### config.mk
export PLATFORM = sky130hd
export DESIGN_NAME = sec_filter
export DESIGN_NICKNAME = d
export VERILOG_FILES = /design/src/rtl/sf_pkg.sv /design/src/rtl/sf_policy.sv /design/src/rtl/sf_lane_mask.sv /design/src/rtl/sf_irq.sv /design/src/rtl/sec_filter.sv
export SDC_FILE = /design/constraint.sdc
export NUM_CORES = 1
export LEC_CHECK = 0
export ABC_AREA = 1
export BUFFER_PORTS_ARGS = -buffer_cell sky130_fd_sc_hd__buf_2
export CORE_MARGIN = 10
export CORE_UTILIZATION = 50
export DETAILED_ROUTE_END_ITERATION = 7
export HOLD_SLACK_MARGIN = 0.06
export PLACE_DENSITY = 0.85
export SLEW_MARGIN = 5
export SYNTH_ARGS = -nofsm -noshare
export SYNTH_HDL_FRONTEND = slang
export SYNTH_HIERARCHICAL = 1
export SYNTH_SLANG_ARGS = --single-unit
### constraint.sdc
create_clock -name clk -period 2.9 [get_ports clk]
set_clock_uncertainty 0.2 [all_clocks]
set_input_delay 0.29 -clock clk [delete_from_list [all_inputs] [get_ports clk]]
set_output_delay 0.29 -clock clk [all_outputs]
set_load 0.1 [all_outputs]
### src/rtl/sf_pkg.sv
package sf_pkg;
  typedef enum logic [1:0] {
    ACT_BLOCK_OK  = 2'd0,
    ACT_BLOCK_ERR = 2'd1,
    ACT_FWD_SEC   = 2'd2,
    ACT_FWD_NS    = 2'd3
  } sf_act_e;

  typedef enum logic [1:0] {
    ST_IDLE = 2'd0,
    ST_DREQ = 2'd1,
    ST_DRSP = 2'd2,
    ST_URSP = 2'd3
  } sf_st_e;
endpackage

### src/rtl/sf_policy.sv
module sf_policy
  import sf_pkg::*;
(
  input  logic    exempt,
  input  logic    ns_region,
  input  logic    master_ns,
  input  logic    err_mode,
  output sf_act_e act
);
  always_comb begin
    if (exempt)          act = master_ns ? ACT_FWD_NS : ACT_FWD_SEC;
    else if (ns_region)  act = ACT_FWD_NS;
    else if (!master_ns) act = ACT_FWD_SEC;
    else                 act = err_mode ? ACT_BLOCK_ERR : ACT_BLOCK_OK;
  end
endmodule

### src/rtl/sf_lane_mask.sv
module sf_lane_mask #(
  parameter int DW  = 64,
  parameter int SZW = 2
) (
  input  logic [DW-1:0]  din,
  input  logic [SZW-1:0] size,
  output logic [DW-1:0]  dout
);
  localparam int LANES = DW / 8;

  for (genvar i = 0; i < LANES; i++) begin : g_lane
    localparam logic [7:0] LI = 8'(i);
    logic keep;
    assign keep = ((LI >> size) == 8'd0);
    assign dout[8*i +: 8] = keep ? din[8*i +: 8] : 8'h00;
  end
endmodule

### src/rtl/sf_irq.sv
module sf_irq (
  input  logic clk,
  input  logic rst,
  input  logic set_req,
  input  logic clr,
  output logic irq
);
  always_ff @(posedge clk) begin
    if (rst)          irq <= 1'b0;
    else if (clr)     irq <= 1'b0;
    else if (set_req) irq <= 1'b1;
  end

  AST_CLR_WINS: assert property (@(posedge clk) disable iff (rst) clr |=> !irq);
  AST_SET_ON_BLOCK: assert property (@(posedge clk) disable iff (rst) (set_req && !clr) |=> irq);
  AST_STICKY: assert property (@(posedge clk) disable iff (rst) (irq && !clr) |=> irq);
endmodule

### src/rtl/sec_filter.sv
module sec_filter
  import sf_pkg::*;
#(
  parameter int AW  = 32,
  parameter int DW  = 64,
  parameter int SZW = 2
) (
  input  logic           clk,
  input  logic           rst,
  input  logic           up_req_valid,
  output logic           up_req_ready,
  input  logic [AW-1:0]  up_addr,
  input  logic [DW-1:0]  up_wdata,
  input  logic [SZW-1:0] up_size,
  input  logic           up_write,
  input  logic           attr_exempt,
  input  logic           attr_ns,
  input  logic           cfg_master_ns,
  input  logic           cfg_err_mode,
  input  logic           irq_clr,
  output logic           up_rsp_valid,
  input  logic           up_rsp_ready,
  output logic [DW-1:0]  up_rsp_rdata,
  output logic           up_rsp_err,
  output logic           dn_req_valid,
  input  logic           dn_req_ready,
  output logic [AW-1:0]  dn_addr,
  output logic [DW-1:0]  dn_wdata,
  output logic [SZW-1:0] dn_size,
  output logic           dn_write,
  output logic           dn_ns,
  input  logic           dn_rsp_valid,
  output logic           dn_rsp_ready,
  input  logic [DW-1:0]  dn_rsp_rdata,
  input  logic           dn_rsp_err,
  output logic           irq
);
  sf_st_e          st;
  sf_act_e         act_d, act_q;
  logic            accept, fwd_d;
  logic [AW-1:0]   addr_q;
  logic [DW-1:0]   wdata_q, rdata_q, masked;
  logic [SZW-1:0]  size_q;
  logic            write_q, err_q;

  sf_policy u_policy (
    .exempt    (attr_exempt),
    .ns_region (attr_ns),
    .master_ns (cfg_master_ns),
    .err_mode  (cfg_err_mode),
    .act       (act_d)
  );

  sf_lane_mask #(.DW(DW), .SZW(SZW)) u_mask (
    .din  (dn_rsp_rdata),
    .size (size_q),
    .dout (masked)
  );

  sf_irq u_irq (
    .clk     (clk),
    .rst     (rst),
    .set_req (accept && (act_d == ACT_BLOCK_ERR)),
    .clr     (irq_clr),
    .irq     (irq)
  );

  assign accept = up_req_valid && (st == ST_IDLE);
  assign fwd_d  = (act_d == ACT_FWD_SEC) || (act_d == ACT_FWD_NS);

  always_ff @(posedge clk) begin
    if (rst) begin
      st      <= ST_IDLE;
      act_q   <= ACT_BLOCK_OK;
      addr_q  <= '0;
      wdata_q <= '0;
      size_q  <= '0;
      write_q <= 1'b0;
      rdata_q <= '0;
      err_q   <= 1'b0;
    end else begin
      unique case (st)
        ST_IDLE: if (up_req_valid) begin
          act_q   <= act_d;
          addr_q  <= up_addr;
          wdata_q <= up_wdata;
          size_q  <= up_size;
          write_q <= up_write;
          if (fwd_d) begin
            st <= ST_DREQ;
          end else begin
            st      <= ST_URSP;
            rdata_q <= '0;
            err_q   <= (act_d == ACT_BLOCK_ERR);
          end
        end
        ST_DREQ: if (dn_req_ready) st <= ST_DRSP;
        ST_DRSP: if (dn_rsp_valid) begin
          rdata_q <= write_q ? '0 : masked;
          err_q   <= dn_rsp_err;
          st      <= ST_URSP;
        end
        ST_URSP: if (up_rsp_ready) st <= ST_IDLE;
        default: st <= ST_IDLE;
      endcase
    end
  end

  assign up_req_ready = (st == ST_IDLE);
  assign dn_req_valid = (st == ST_DREQ);
  assign dn_rsp_ready = (st == ST_DRSP);
  assign up_rsp_valid = (st == ST_URSP);
  assign up_rsp_rdata = rdata_q;
  assign up_rsp_err   = err_q;
  assign dn_addr      = addr_q;
  assign dn_wdata     = wdata_q;
  assign dn_size      = size_q;
  assign dn_write     = write_q;
  assign dn_ns        = (act_q == ACT_FWD_NS);

  AST_BLOCK_LOCAL: assert property (@(posedge clk) disable iff (rst)
    (accept && !fwd_d) |=> (!dn_req_valid && up_rsp_valid));
  AST_SILENT_BLOCK: assert property (@(posedge clk) disable iff (rst)
    (up_rsp_valid && act_q == ACT_BLOCK_OK) |-> (!up_rsp_err && up_rsp_rdata == '0));
  AST_DN_HOLD: assert property (@(posedge clk) disable iff (rst)
    (dn_req_valid && !dn_req_ready) |=> (dn_req_valid && $stable(dn_addr) && $stable(dn_ns)));
  AST_ERR_PASS: assert property (@(posedge clk) disable iff (rst)
    (dn_rsp_ready && dn_rsp_valid) |=> (up_rsp_err == $past(dn_rsp_err)));
endmodule

==> reports/results.ini, run 1 <==
[drt]
dr_total_vias = 8597
wl_per_cell_um = 17.3
ant_nets = 0
drc = 0
wirelength_mm = 29.0
drtPass1Iterations = 5
viasPerCell = 5.14
drt_iter0_markers = 731

[power]
netSwitchingFraction = 0.586
intPower_mw = 5.41
finalPower_mw = 13.1
pwr-share-comb = 0.583
p_leak_nw = 5.49
powerDensity_nw_per_um2 = 1230
irDropWorstVdd_uv = 725
sequentialPowerShare = 0.251
clkPwrFrac = 0.167
p_sw_mw = 7.65

[layout]
final_cell_mix = 344 x buf_2, 306 x nor2_1, 169 x dfxtp_1
multi_input_area_um2 = 3140
nets = 1656
final_common_cell = buf_2
fillCellCount = 998
drive_gt1_frac = 0.285
ff_latch_area_um2 = 3380
area_growth_pct = 45.5

[critical_path]
worstPathArrival_ps = 2570
worstReg2RegStart = st[0]
reg2reg_slack_ps = 490
critPathKind = register to register
critPathCapture = act_q[0]
start_kind = register
cp.required_ps = 3060
reg2reg_to = act_q[0]
worstPathMaxFanout = 63
ff2ff_path_depth = 7
endpoint_kind = register
startpoint = st[0]

[clock_network]
ctsResizeCount = 0
cts_tree = built
post-cts-setup-buffer-count = 0
htree_levels = 4
cts_hold_buf = 110
clock_latency_ps = 410
clock-sinks = 169
cts_root_buf = clkbuf_16
numCtsBuffers = 17
ctsLongestPathBuffers = 2
path_clk_slew_ps = 70

[grt]
grt_antenna_before_repair = 1
grt_max_degree = 103
grt_overflow = 0
grt_pass1_vias = 8695
grt_use_total = 0.277
grt_pass1_wl_mm = 45.0

[placement]
gp_congestion = 0.835
place_hpwl_mm = 17.1
port-buffer-count = 344

[synth]
synth_nets = 1256
synth.avg_cell_area_um2 = 6.79
synthesis.area_um2 = 7310
postSynthCellCount = 1076
synth-seq-cells = 169
ys_types = 20
yosysWarnings = 6
ys_seq_area_frac = 0.463

[sta]
worst-slew-pin-transition_ps = 704
hold_viol_final = 0
fmax_ghz = 0.415
slew_violations = 0
tns_ps = 0
rsz0062_at_grt = no
slew-limit-headroom = 0.530
layout_min_cycle_time_ps = 2410
post-route-period-util = 0.830
final-setup-viol-count = 0

[floorplan]
core_area_um2 = 14400
start_util = 0.507
die-area_um2 = 19900
ios = 345
dieHeight_um = 141
fp-row-count = 44
die_w_um = 141

[min_path]
hp-class = input port to register

[status]
status = finished, final reports clean

[flow_run]
cap_violations = 0

cells in the mapped netlist:
cell type | n | area share
buf_2 | 25 | 0.017
nand3_1 | 53 | 0.036
nor2_4 | 1 | 0.0015
ha_1 | 5 | 0.0086
buf_4 | 14 | 0.014
o21ai_0 | 101 | 0.069
o21ai_2 | 1 | 0.0012
nor2_1 | 306 | 0.16
buf_1 | 6 | 0.0031
nand2_1 | 169 | 0.087
a21oi_1 | 55 | 0.038
nand2_4 | 1 | 0.0015
o21ai_1 | 1 | 0.00068
inv_1 | 96 | 0.049
inv_2 | 3 | 0.0015
buf_6 | 4 | 0.0062
dfxtp_1 | 169 | 0.46
nand3b_1 | 1 | 0.0010
nor2_2 | 31 | 0.027
clkbuf_1 | 34 | 0.017
registers in the layout, summed over array words and instances (netlist names):
| register | flops |
|---|---|
| up_rsp_rdata | 64 |
| u_irq/irq | 1 |
| st | 2 |
| dn_write | 1 |
| dn_size | 2 |
| up_rsp_err | 1 |
| dn_wdata | 64 |
| dn_addr | 32 |
| act_q | 2 |
critical path, cell delays in order (launching register included):
cell and delay (ps):
dfxtp_1 390, inv_1 100, ha_1 270, nand2_2 110
buf_4 460, nand2_1 100, a21oi_1 150, dlygate4sd3_1 560
worst min path at each step:
stage	cells past startpoint	startpoint	slack [ps]	end
finish	7	dn_rsp_rdata[31]	90	up_rsp_rdata[31]
global route	7	dn_rsp_rdata[13]	110	up_rsp_rdata[13]
CTS	7	dn_rsp_rdata[13]	70	up_rsp_rdata[13]
detailed placement	2	act_q[0]	260	act_q[0]
global placement	2	up_rsp_rdata[29]	250	up_rsp_rdata[29]
floorplan	1	rst	160	act_q[0]
power by group through the flow:
stage | Clock (mW) | Combinational [mW] | Sequential (mW)
CTS | 2.19 | 7.48 | 3.22
floorplan | 0 | 2.10 | 7.33
finish | 2.18 | 7.61 | 3.27
global placement | 0 | 7.29 | 3.23
detailed placement | 0 | 7.34 | 3.26
global route | 2.29 | 8.01 | 3.33
logic make-up (layout without fill, tap and decap cells):
group,after synthesis,count (layout),synth area share
AND/OR/NAND/NOR,562,562,0.311
other,0,1,0
buffers and inverters,182,595,0.109
AO/OA/AOI/OAI,158,158,0.109
adder cells (fa/ha/maj),5,5,0.00856
flip-flops,169,169,0.463
area by class of cell:
cell class / count / area share
Inverter: 99 / 0.0352
Timing Repair Buffer: 464 / 0.276
Sequential cell: 169 / 0.318
Multi-Input combinational cell: 725 / 0.296
Antenna cell: 1 / 0.000235
Clock inverter: 8 / 0.00577
Clock buffer: 24 / 0.0472
Tap cell: 184 / 0.0217
per-layer routing:
layer  wire length [um]  vias up  global-route usage
li1                   -     4091                   -
met1              10100     3837               0.295
met2              14000      540               0.458
met3               3410      129               0.105
met4               1510        0               0.161
met5                  0        -                   0
per-stage QoR:
| stage | util | worst slack [ps] | hold WS, ps | cell area [um2] | instances |
|---|---|---|---|---|---|
| 5_1_grt | 0.737 | 292 | 106 | 10600 | 1674 |
| 4_1_cts | 0.737 | 524 | 74.2 | 10600 | 1673 |
| 3_5_place_dp | 0.622 | 610 | 256 | 8970 | 1531 |
| 2_1_floorplan | - | 448 | 159 | 7310 | 1076 |
| 6_report | 0.737 | 493 | 91.1 | 10600 | 1674 |
| 3_3_place_gp | 0.622 | 748 | 254 | 8970 | 1531 |
(Power assumes the default switching activity.)
==> run 2, diff against run 1 <==
CORE_UTILIZATION = 42   (was 50)
PLACE_DENSITY = 0.76   (was 0.85)
clock period = 2.15 ns   (was 2.9 ns; I/O delays follow)
==> reports/results.ini, run 2 (synthesized netlist as in run 1, its figures left out) <==
[clock_network]
cts_root_buf = clkbuf_16
clock-sinks = 169  ; unchanged
numCtsBuffers = 17  ; unchanged
path_clk_slew_ps = 70  ; about the same
cts_tree = built
ctsLongestPathBuffers = 2  ; unchanged
htree_levels = 4  ; unchanged
clock_latency_ps = 420  ; about the same

[drt]
wl_per_cell_um = 16.1  ; -7.2%
drtPass1Iterations = 5  ; unchanged
viasPerCell = 4.86  ; -5.4%
drc = 0  ; unchanged
ant_nets = 0  ; unchanged
dr_total_vias = 8638  ; +0.48%
wirelength_mm = 28.6  ; -1.4%
drt_iter0_markers = 598  ; -18%

[status]
status = finished, final reports clean

[critical_path]
cp_slowest_cell = buf_2
worstPathCellList = inv_1 -> ha_2 -> buf_2
worst_path_largest_cell_delay_ps = 440  ; -120 ps
endpoint_kind = primary output
critPathKind = register to primary output
cp.required_ps = 1740  ; -1320 ps
start_kind = register
worstPathArrival_ps = 1560  ; -1010 ps
worstPathMaxFanout = 5  ; -92%

[layout]
multi_input_area_um2 = 3150  ; +0.24%
ff_latch_area_um2 = 3380  ; unchanged
fillCellCount = 1332  ; +33%
area_growth_pct = 55.7
nets = 1719  ; +3.8%
final_common_cell = buf_2
final_area_um2 = 11400  ; +7.1%
final_cell_mix = 344 x buf_2, 306 x nor2_1, 169 x dfxtp_1
drive_gt1_frac = 0.281  ; -0.00365

[sta]
timing.hold.ws_ps = 66.8  ; -24.3 ps
final-setup-viol-count = 0  ; unchanged
layout_min_cycle_time_ps = 1970
fmax_ghz = 0.507
worst-slew-pin-transition_ps = 572  ; -132 ps
post-route-period-util = 0.917
tns_ps = 0  ; unchanged
layout_setup_ws_ps = 178  ; -315 ps
slew-limit-headroom = 0.619  ; +0.0891
rsz0062_at_grt = no
hold_viol_final = 0  ; unchanged
slew_violations = 0  ; unchanged

[power]
powerDensity_nw_per_um2 = 1570  ; +28%
irDropWorstVdd_uv = 1290  ; +78%
p_leak_nw = 5.80  ; +5.6%

[grt]
grt_overflow = 0  ; unchanged
grt_antenna_before_repair = 2  ; +1
grt_pass1_wl_mm = 45.3  ; +0.83%
grt_pass1_vias = 8594  ; -1.2%
grt_use_total = 0.235  ; -0.0413
grt_max_degree = 76  ; -26%

[floorplan]
fp-row-count = 48  ; +9.1%
dieHeight_um = 152  ; +7.8%
core_area_um2 = 17200  ; +19%
start_util = 0.426  ; -0.0812
die_w_um = 152  ; +7.8%
ios = 345  ; unchanged
die-area_um2 = 23100  ; +16%

[placement]
place_area_um2 = 9130  ; +1.9%
gp_congestion = 0.872  ; +4.4%
dp_slack_ps = 251  ; -360 ps
port-buffer-count = 344  ; unchanged
place_hpwl_mm = 17.7  ; +3.2%

[min_path]
hp-class = input port to register

[flow_run]
cap_violations = 0  ; unchanged

[run 2: changes by cell type in the layout (fill, tap and decap cells not counted), moves of 3 or more]
| cell | before | now |
|---|---|---|
| buf_12 | 3 | 7 |
| buf_4 | 7 | 11 |
| dlygate4sd3_1 | 110 | 165 |
| clkinvlp_4 | 4 | 0 |
| clkbuf_8 | 5 | 2 |
| inv_6 | 1 | 4 |
[run 2: what timing repair did]
item / CTS / global route
setup endpoints to repair: 0 / 1
gates resized for setup: 0 / 1
setup buffers: 0 / 0
hold buffers: 166 / 0
hold endpoints to repair: 163 / 0
[run 2: final cells by class]
| type | instances | share of cell area |
|---|---|---|
| multi-input cells | 725 | 0.277 |
| inverters | 99 | 0.0329 |
| diodes | 2 | 0.000440 |
| clock buffers | 19 | 0.0398 |
| flip-flops and latches | 169 | 0.297 |
| well taps | 225 | 0.0247 |
| clock inverters | 12 | 0.0122 |
| repair buffers | 527 | 0.316 |
[run 2: per-stage QoR]
step | power, mW | util | std cells
final | 17.9 | 0.663 | 1778
after global routing | 18.7 | 0.663 | 1778
after CTS | 17.8 | 0.663 | 1777
after detailed placement | 14.4 | 0.532 | 1580
after global placement | 14.3 | 0.532 | 1580
after floorplan | 12.7 | - | 1076
[run 2: worst paths after layout]
| kind | from | end | slack, ps | cells after the start |
|---|---|---|---|---|
| setup reg to reg | st[0] | up_rsp_rdata[7] | 220 | 7 |
| setup / recovery | st[0] | dn_rsp_ready | 180 | 3 |
| hold / removal | cfg_master_ns | act_q[1] | 70 | 4 |
| hold reg to reg | act_q[0] | act_q[0] | 260 | 2 |
[run 2: per-layer routing]
metal,routed length [um],up-vias,share of wire,global-route usage
met5,0,-,0,0
met4,867,0,0.030,0.0949
met2,13900,441,0.49,0.392
met1,10900,3913,0.38,0.263
li1,-,4221,-,-
met3,2870,63,0.10,0.0943
[run 2: critical path: cells and delay by family (launching register included)]
kind | cells | cell delay (ps)
adders and majority gates | 1 | 230
buffers and inverters | 2 | 550
DFF | 1 | 340
[run 2: where the power goes]
group          total, mW  internal [mW]  switching, mW
Clock               3.11           1.79           1.32
Sequential          4.40           3.94          0.460
Combinational       10.3           1.89           8.46
